<file path="src/rtl/dispif_pkg.sv">
package dispif_pkg;
  typedef enum logic [1:0] {
    OP_INSTR = 2'b00,
    OP_STAT  = 2'b01,
    OP_WDATA = 2'b10,
    OP_RDATA = 2'b11
  } host_op_e;

  typedef enum logic {
    SPC_DISP = 1'b0,
    SPC_PAT  = 1'b1
  } space_e;

  typedef enum logic [1:0] {
    ST_IDLE  = 2'd0,
    ST_FETCH = 2'd1,
    ST_LOAD  = 2'd2
  } seq_e;
endpackage

</file>
<file path="src/rtl/dispif_busy.sv">
module dispif_busy #(
  parameter int CYC = 6
) (
  input  logic clk,
  input  logic rst_n,
  input  logic load,
  output logic busy
);
  localparam int CW = $clog2(CYC + 1);
  logic [CW-1:0] cnt_q;

  always_ff @(posedge clk or negedge rst_n) begin
    if (!rst_n) cnt_q <= '0;
    else if (load) cnt_q <= CW'(CYC);
    else if (cnt_q != '0) cnt_q <= cnt_q - 1'b1;
  end

  assign busy = (cnt_q != '0);
endmodule

</file>
<file path="src/rtl/dispif_ram.sv">
module dispif_ram #(
  parameter int AW = 7,
  parameter int DW = 8
) (
  input  logic          clk,
  input  logic          we,
  input  logic          re,
  input  logic [AW-1:0] addr,
  input  logic [DW-1:0] wdata,
  output logic [DW-1:0] rdata
);
  localparam int DEPTH = 1 << AW;
  logic [DW-1:0] mem [DEPTH];

  always_ff @(posedge clk) begin
    if (we) mem[addr] <= wdata;
    if (re) rdata <= mem[addr];
  end
endmodule

</file>
<file path="src/rtl/dispif_ctrl.sv">
module dispif_ctrl
  import dispif_pkg::*;
#(
  parameter int DW     = 8,
  parameter int PAT_AW = 6
) (
  input  logic                clk,
  input  logic                rst_n,
  input  logic                req_valid,
  output logic                req_ready,
  input  logic                req_sel,
  input  logic                req_rw,
  input  logic [DW-1:0]       req_wdata,
  output logic                rsp_valid,
  input  logic                rsp_ready,
  output logic [DW-1:0]       rsp_data,
  input  logic                busy,
  output logic                busy_load,
  output logic                mem_we,
  output logic                mem_re,
  output logic [DW-2:0]       mem_addr,
  output space_e              mem_space,
  output logic [DW-1:0]       mem_wdata,
  input  logic [DW-1:0]       mem_rdata
);
  localparam int AC_W = DW - 1;

  logic [AC_W-1:0]   ac_q, snap_q, ac_inc;
  logic [PAT_AW-1:0] pat_inc;
  logic [DW-1:0]     dr_q, rsp_q;
  logic              rsp_v_q;
  space_e            spc_q;
  seq_e              st_q;
  host_op_e          op;
  logic              fire, set_disp, set_pat;

  assign op        = host_op_e'({req_sel, req_rw});
  assign req_ready = (st_q == ST_IDLE) && !rsp_v_q;
  assign fire      = req_valid && req_ready;
  assign set_disp  = req_wdata[DW-1];
  assign set_pat   = !req_wdata[DW-1] && req_wdata[DW-2];

  assign busy_load = fire && !busy && (op == OP_INSTR || op == OP_WDATA);
  assign mem_we    = fire && !busy && (op == OP_WDATA);
  assign mem_re    = (st_q == ST_FETCH);
  assign mem_addr  = ac_q;
  assign mem_space = spc_q;
  assign mem_wdata = req_wdata;
  assign rsp_valid = rsp_v_q;
  assign rsp_data  = rsp_q;

  assign pat_inc = ac_q[PAT_AW-1:0] + 1'b1;
  assign ac_inc  = (spc_q == SPC_PAT) ? {{(AC_W-PAT_AW){1'b0}}, pat_inc}
                                      : ac_q + 1'b1;

  always_ff @(posedge clk or negedge rst_n) begin
    if (!rst_n) begin
      ac_q    <= '0;
      snap_q  <= '0;
      dr_q    <= '0;
      rsp_q   <= '0;
      rsp_v_q <= 1'b0;
      spc_q   <= SPC_DISP;
      st_q    <= ST_IDLE;
    end else begin
      if (rsp_v_q && rsp_ready) rsp_v_q <= 1'b0;
      case (st_q)
        ST_FETCH: st_q <= ST_LOAD;
        ST_LOAD: begin
          dr_q <= mem_rdata;
          st_q <= ST_IDLE;
        end
        default: begin
          if (fire) begin
            case (op)
              OP_INSTR: if (!busy) begin
                snap_q <= ac_q;
                if (set_disp) begin
                  ac_q  <= req_wdata[AC_W-1:0];
                  spc_q <= SPC_DISP;
                  st_q  <= ST_FETCH;
                end else if (set_pat) begin
                  ac_q  <= {{(AC_W-PAT_AW){1'b0}}, req_wdata[PAT_AW-1:0]};
                  spc_q <= SPC_PAT;
                  st_q  <= ST_FETCH;
                end
              end
              OP_STAT: begin
                rsp_q   <= {busy, busy ? snap_q : ac_q};
                rsp_v_q <= 1'b1;
              end
              OP_WDATA: if (!busy) begin
                snap_q <= ac_q;
                ac_q   <= ac_inc;
                st_q   <= ST_FETCH;
              end
              default: begin
                rsp_q   <= dr_q;
                rsp_v_q <= 1'b1;
                ac_q    <= ac_inc;
                st_q    <= ST_FETCH;
              end
            endcase
          end
        end
      endcase
    end
  end
endmodule

</file>
<file path="src/rtl/dispif_host.sv">
module dispif_host
  import dispif_pkg::*;
#(
  parameter int DATA_W   = 8,
  parameter int PAT_AW   = 6,
  parameter int BUSY_CYC = 6
) (
  input  logic              clk,
  input  logic              rst_n,
  input  logic              req_valid,
  output logic              req_ready,
  input  logic              req_sel,
  input  logic              req_rw,
  input  logic [DATA_W-1:0] req_wdata,
  output logic              rsp_valid,
  input  logic              rsp_ready,
  output logic [DATA_W-1:0] rsp_data
);
  localparam int AC_W = DATA_W - 1;

  logic              busy, busy_load, mem_we, mem_re;
  logic [AC_W-1:0]   ac;
  logic [DATA_W-1:0] mem_wdata, mem_rdata, disp_rd, pat_rd;
  space_e            mem_space;

  dispif_ctrl #(.DW(DATA_W), .PAT_AW(PAT_AW)) u_ctrl (
    .clk(clk), .rst_n(rst_n),
    .req_valid(req_valid), .req_ready(req_ready),
    .req_sel(req_sel), .req_rw(req_rw), .req_wdata(req_wdata),
    .rsp_valid(rsp_valid), .rsp_ready(rsp_ready), .rsp_data(rsp_data),
    .busy(busy), .busy_load(busy_load),
    .mem_we(mem_we), .mem_re(mem_re), .mem_addr(ac),
    .mem_space(mem_space), .mem_wdata(mem_wdata), .mem_rdata(mem_rdata)
  );

  dispif_busy #(.CYC(BUSY_CYC)) u_busy (
    .clk(clk), .rst_n(rst_n), .load(busy_load), .busy(busy)
  );

  dispif_ram #(.AW(AC_W), .DW(DATA_W)) u_disp_ram (
    .clk(clk),
    .we(mem_we && mem_space == SPC_DISP),
    .re(mem_re && mem_space == SPC_DISP),
    .addr(ac), .wdata(mem_wdata), .rdata(disp_rd)
  );

  dispif_ram #(.AW(PAT_AW), .DW(DATA_W)) u_pat_ram (
    .clk(clk),
    .we(mem_we && mem_space == SPC_PAT),
    .re(mem_re && mem_space == SPC_PAT),
    .addr(ac[PAT_AW-1:0]), .wdata(mem_wdata), .rdata(pat_rd)
  );

  assign mem_rdata = (mem_space == SPC_PAT) ? pat_rd : disp_rd;
endmodule

</file>
<file path="config.mk">
export PLATFORM = sky130hd
export DESIGN_NAME = dispif_host
export DESIGN_NICKNAME = d
export VERILOG_FILES = /design/src/rtl/dispif_pkg.sv /design/src/rtl/dispif_busy.sv /design/src/rtl/dispif_ram.sv /design/src/rtl/dispif_ctrl.sv /design/src/rtl/dispif_host.sv
export SDC_FILE = /design/constraint.sdc
export NUM_CORES = 2
export LEC_CHECK = 0
export ABC_CLOCK_PERIOD_IN_PS = 8200
export BUFFER_PORTS_ARGS = -buffer_cell sky130_fd_sc_hd__clkbuf_2
export CORE_UTILIZATION = 35
export CTS_CLUSTER_DIAMETER = 100
export DETAILED_ROUTE_END_ITERATION = 10
export MAX_ROUTING_LAYER = met4
export PLACE_DENSITY = 0.57
export REMOVE_ABC_BUFFERS = 1
export SYNTH_ARGS = -nofsm -noshare
export SYNTH_HDL_FRONTEND = slang
export SYNTH_HIERARCHICAL = 1
export SYNTH_SLANG_ARGS = --single-unit
</file>
<file path="constraint.sdc">
create_clock -name clk -period 8.2 [get_ports clk]
set_input_delay 1.23 -clock clk [delete_from_list [all_inputs] [get_ports clk]]
set_output_delay 1.23 -clock clk [all_outputs]
set_load 0.005 [all_outputs]
</file>
### After elaboration in Yosys (flattened, before gate mapping)

Memories as Yosys holds them, arrays and structs flattened. A register that Yosys moved wholly into a read port is not among the register bits.
Cells that the tools add are included.

| cells by class | value |
|---|---|
| $add $sub $neg | 3 |
| equality and inequality tests | 11 |
| muxes and demuxes | 28 |
| bitwise logic cells | 5 |
| reduce and logical (&&, ||, !) cells | 28 |

Operator list:

| operator | number |
|---|---|
| 2-to-1 mux 7 bit | 6 |
| one-hot mux 7 bit (3 select lines) | 1 |
| one-hot mux 8 bit (2 select lines) | 1 |
| logical AND 1 bit | 11 |
| 2-to-1 mux 1 bit | 10 |
| 2-to-1 mux 2 bit | 5 |
| AND reduction 5 bit | 2 |
| 2-to-1 mux 8 bit | 1 |
| != test 4 bit (second input constant) | 2 |
| adder 7 x 1 -> 7 bit (second input constant) | 1 |
| adder 6 x 1 -> 6 bit (second input constant) | 1 |
| 2-to-1 mux 3 bit | 2 |
| != test 3 x 2 -> 1 bit (second input constant) | 2 |
| one-hot mux 2 bit (3 select lines) | 1 |
| AND reduction 3 bit | 2 |
| AND reduction 6 bit | 1 |
| nonzero test 3 bit | 2 |
| != test 5 x 4 -> 1 bit (second input constant) | 1 |
| inverter 1 bit | 5 |
| == test 2 x 1 -> 1 bit (second input constant) | 2 |
| == test 2 bit (second input constant) | 2 |
| zero test 2 bit | 2 |
| != test 2 bit (second input constant) | 2 |
| one-hot mux 2 bit (2 select lines) | 1 |
| 5 further kinds | 9 |

| storage, ports and cells | value |
|---|---|
| register bits | 37 |
| bits in writable memories | 1536 |
| input bits | 14 |
| output and inout port bits | 10 |
| logic and storage cells | 85 |
| memories kept | 2 |

Memories:

| name | depth | width | read ports | clocked after memory_dff | write ports | RTL line | text |
|---|---|---|---|---|---|---|---|
| u_disp_ram.mem | 128 | 8 | 1 | 1 | 1 | dispif_ram.sv:13 | `logic [DW-1:0] mem [DEPTH];` |
| u_pat_ram.mem | 64 | 8 | 1 | 1 | 1 | dispif_ram.sv:13 |  |

### Depth between registers and ports, before layout

| logic depth | value |
|---|---|
| depth after elaboration | 8 |
| mapped depth | 11 |
| mapped depth without buffers | 8 |

### Cells and area by module

Netlist, hierarchy kept.

By module, submodules not included:

| module | times used | cells an instance | area an instance (sq um) | sequential area each (sq um) |
|---|---|---|---|---|
| dispif_ram at u_disp_ram | 1 | 2475 | 40513.9 | 30989.7 |
| dispif_ram at u_pat_ram | 1 | 1171 | 20529.7 | 15615.0 |
| dispif_ctrl | 1 | 175 | 1794.2 | 850.8 |
| dispif_busy | 1 | 17 | 183.9 | 75.1 |
| dispif_host | 1 | 13 | 156.4 | 0.0 |

### Worst setup path before layout

No wires, ideal clock.

| path | value |
|---|---|
| path type | in2reg |
| from | in req_rw |
| to | mem u_disp_ram.mem[72][0], enable pin |
| setup time | 0.395 ns |
| arrival time | 3.038 ns |
| data required time | 7.805 ns |
| setup slack | 4.768 ns |
| cell stages on the path | 6 |
| buffers on the path | 2 |
| cell sequence | buf_6 nor4_1 and2b_2 clkbuf_1 nand3_1 nor4_1 |

| on the way | value |
|---|---|
| longest elaborated chain between the ends | 5 |

RTL lines:

| what | RTL line | text |
|---|---|---|
| start: declaration | dispif_host.sv:13 | `input logic req_rw,` |
| == test 2 bit | dispif_ctrl.sv:44 | `assign mem_we = fire && !busy && (op == OP_WDATA);` |
| logical AND 1 bit | dispif_ctrl.sv:44 |  |
| net mem_we | dispif_host.sv:21 | `logic busy, busy_load, mem_we, mem_re;` |
| logical AND 1 bit | dispif_host.sv:42 | `.we(mem_we && mem_space == SPC_DISP),` |
| 2-to-1 mux 1 bit | dispif_ram.sv:16 | `if (we) mem[addr] <= wdata;` |
| 2-to-1 mux 1 bit (implied by the code) | dispif_ram.sv:16 |  |
| end: declaration | dispif_ram.sv:13 |  |

The timed path passes the listed nets, and every way through them passes these cells.

==> results.yml <==
power:
  power_density_nw_per_um2: 230.6
  leakagePower_uw: 0.02241
  peakVddDrop_v: 0.0001408
cts:
  clkSlewWorstSetupHoldPaths_ps: 60
  clock_sinks: 1589
  cts_hold_buf: 0
  clock_latency_ps: 810
  post_cts_buffers: 0
  ctsResizeCount: 0
  tritoncts: "yes"
  cts_max_level: 4
  cts_buffers: 160
  root_buffer: "clkbuf_16"
  clockBufferDepth: 3
worst_setup_path:
  end_kind: "register"
  crit_fanout: 132
  cp.arrival_ps: 5140
  critPathRequiredTime_ps: 8730
  crit_path_start_kind: "register"
  regToRegSetupSlack_ps: 3600
  path_class: "reg -> reg"
placed_design:
  hpwl_um: 108200
  pre_cts_ws_ps: 3502
  numPortBuffers: 23
  gp_congestion: 0.8800
  dp.cells: 6006
hold_path:
  hp-class: "reg -> reg"
timing:
  setup_viol: 0
  rsz0062_at_grt: "false"
  post-route-min-period_ps: 4602
  worstMarginPinSlew_ps: 1337
  drv_slew: 0
  final_hold_viol_count: 0
  fmax_ghz: 0.2173
  fin_crit_sh_pct: 56.12
  finClkSkew_ps: 33.17
  maxSlewHeadroom_pct: 10.69
  setup_ws_ps: 3598
finish:
  fillers: 16280
  area_delta_synth_final_pct: 11.81
  layout-drive-gt1-share_pct: 13.10
  stdcell_count: 6296
  nNetsFinal: 3833
floorplan:
  design.portCount: 24
  die-area_um2: 182200
  die_height_um: 426.9
  die_w_um: 426.9
  initial_utilization_pct: 35.33
  rows: 155
  coreArea_um2: 178800
yosys:
  syn_inst: 3851
  yosys-top-cells-area: "edfxtp_1 (74%), a221oi_1 (3.3%), mux2i_1 (2.1%)"
  synth_area_leader_cell: "edfxtp_1"
  yosysSeqAreaShare_pct: 75.23
  synth_edf_count: 1552
  synth.lib_cells_used.distinct: 84
  synth_warnings: 6
  async_reset_ff_share_pct: 2.329
  yosys.area.top_type_share_pct: 73.77
  synth-seq-cells: 1589
  netlist_area_um2: 63180
  avgSynthCellArea_um2: 16.41
  synthFlopType: "edfxtp_1"
drt:
  first_pass_iters: 6
  antenna_left: 0
  wl_um: 188700
  vias: 37470
  post_drt_wl_per_cell_um: 29.97
  vias_per_cell: 5.951
  route.detailed.drc: 0
  dr.first_iter.drc_count: 4738
grt:
  grt_pass1_vias: 35930
  track_usage_pct: 20.96
  grt_first_pass_wirelength_um: 267900
  grt_max_degree: 133
  grt_overflow: 0
  antenna_found_initial: 3
status:
  status: "completed"
flow_run:
  drv_cap: 0
-- sequential cells by signal, indices dropped and copies added (netlist names) --
name / count
u_ctrl/dr_q: 8
u_ctrl/mem_addr: 7
u_disp_ram/mem: 1024
u_pat_ram/rdata: 8
u_disp_ram/rdata: 8
u_ctrl/rsp_data: 8
u_ctrl/rsp_valid: 1
u_ctrl/mem_space: 1
u_ctrl/snap_q: 7
u_pat_ram/mem: 512
u_ctrl/st_q: 2
u_busy/cnt_q: 3
-- worst paths after layout --
kind / startpoint / to / cells after the start
max in group asynchronous: rst_n / u_ctrl/mem_addr[4] / 1
max reg2reg: u_ctrl/mem_addr[2] / u_disp_ram/rdata[5] / 9
min in group asynchronous: rst_n / u_ctrl/st_q[0] / 1
min reg2reg: u_ctrl/dr_q[1] / u_ctrl/dr_q[1] / 1
min: u_ctrl/dr_q[1] / u_ctrl/dr_q[1] / 1
max: u_ctrl/mem_addr[2] / u_disp_ram/rdata[5] / 9
-- critical path, cell delays in order, from the launching register on --
cell and delay (ps):
dfrtp_4 870, buf_12 580, nor2_4 250, buf_12 270
a221oi_1 400, nor2_1 110, o21ai_0 390, nand4_1 390
nor3_1 600, nand4_1 170
-- cells in the final DEF, fill, tap and decap left out, types with 26 or more instances in the layout --
cell type,instances
a221o_1,31
clkinv_1,36
clkinv_2,28
buf_4,56
o22ai_1,48
o21ai_0,106
dfrtp_1,32
nand2b_1,33
a22oi_1,113
edfxtp_1,1552
mux2i_1,134
nand2_1,167
nor2_1,329
a21oi_1,163
clkbuf_16,164
a22o_1,52
o221ai_1,26
mux2_2,78
a221oi_1,241
mux4_2,52
clkbuf_1,29
nand3_1,27
-- cell type report --
type / instances / area, um2 / area share [%]
clock inverters: 94 / 895.9 / 1.268
diodes: 3 / 7.507 / 0.01063
flip-flops and latches: 1589 / 47550 / 67.31
clock buffers: 193 / 4213 / 5.964
repair buffers: 93 / 865.8 / 1.226
inverters: 16 / 62.56 / 0.08856
well taps: 2355 / 2947 / 4.171
multi-input cells: 1953 / 14100 / 19.96
-- Yosys cell counts (7+ instances only) --
cell type,count
mux4_2,52
nor2b_1,25
nand3_1,30
o22ai_1,48
and3_1,10
nor2_1,332
buf_2,112
nand2b_1,33
a221oi_1,241
o2bb2ai_1,11
a31oi_1,18
and2_1,14
a211o_1,7
nor4_1,9
buf_1,17
dfrtp_1,37
nand3b_1,12
inv_1,16
o21ai_0,106
a32oi_1,10
buf_4,21
a22o_1,52
o31ai_1,12
o211ai_1,12
a211oi_1,15
mux2_4,8
buf_6,31
a22oi_1,113
a21oi_1,163
o22a_1,22
o221ai_1,26
clkbuf_1,112
mux2_1,11
nand4_1,13
a221o_1,31
nand2_1,170
nor3_1,20
mux2i_1,134
edfxtp_1,1552
mux2_2,78
-- power breakdown --
group / switching (uW) / internal [uW]
logic: 167 / 13.9
clock network: 3100 / 4110
registers: 0.0000000000000114 / 8910
total: 3260 / 13000
-- cells by family after synthesis --
family	Yosys count	share of synthesized area, %
mux	283	5.753
compound gates	944	11.08
flops	1589	75.23
buf+inv	309	2.551
simple gates	720	5.268
fa+ha+maj	6	0.1188
-- per-stage QoR --
stage / total power [uW] / TNS (ps) / instance area (um2) / util [%] / hold slack (ps)
finish: 16290 / 0 / 70640 / 39.50 / 502.5
global route: 16690 / 0 / 70630 / 39.50 / 520.3
CTS: 16410 / 0 / 70630 / 39.50 / 503.6
detailed placement: 9271 / 0 / 65520 / 36.64 / 490.6
global placement: 9270 / 0 / 65520 / 36.64 / 481.2
floorplan: 9085 / -2849160 / 61630 / - / 473.3
-- routing by layer --
metal | routed length [um] | vias to the layer above | track usage (%) | part of all wire [%]
li1 | - | 15500 | - | -
met1 | 77050 | 19560 | 28.08 | 41
met2 | 88260 | 2059 | 32.16 | 47
met3 | 16810 | 348 | 3.639 | 8.9
met4 | 6546 | 0 | 7.298 | 3.5
met5 | 0 | - | - | 0
No activity file was read; power rests on OpenSTA's default activity.
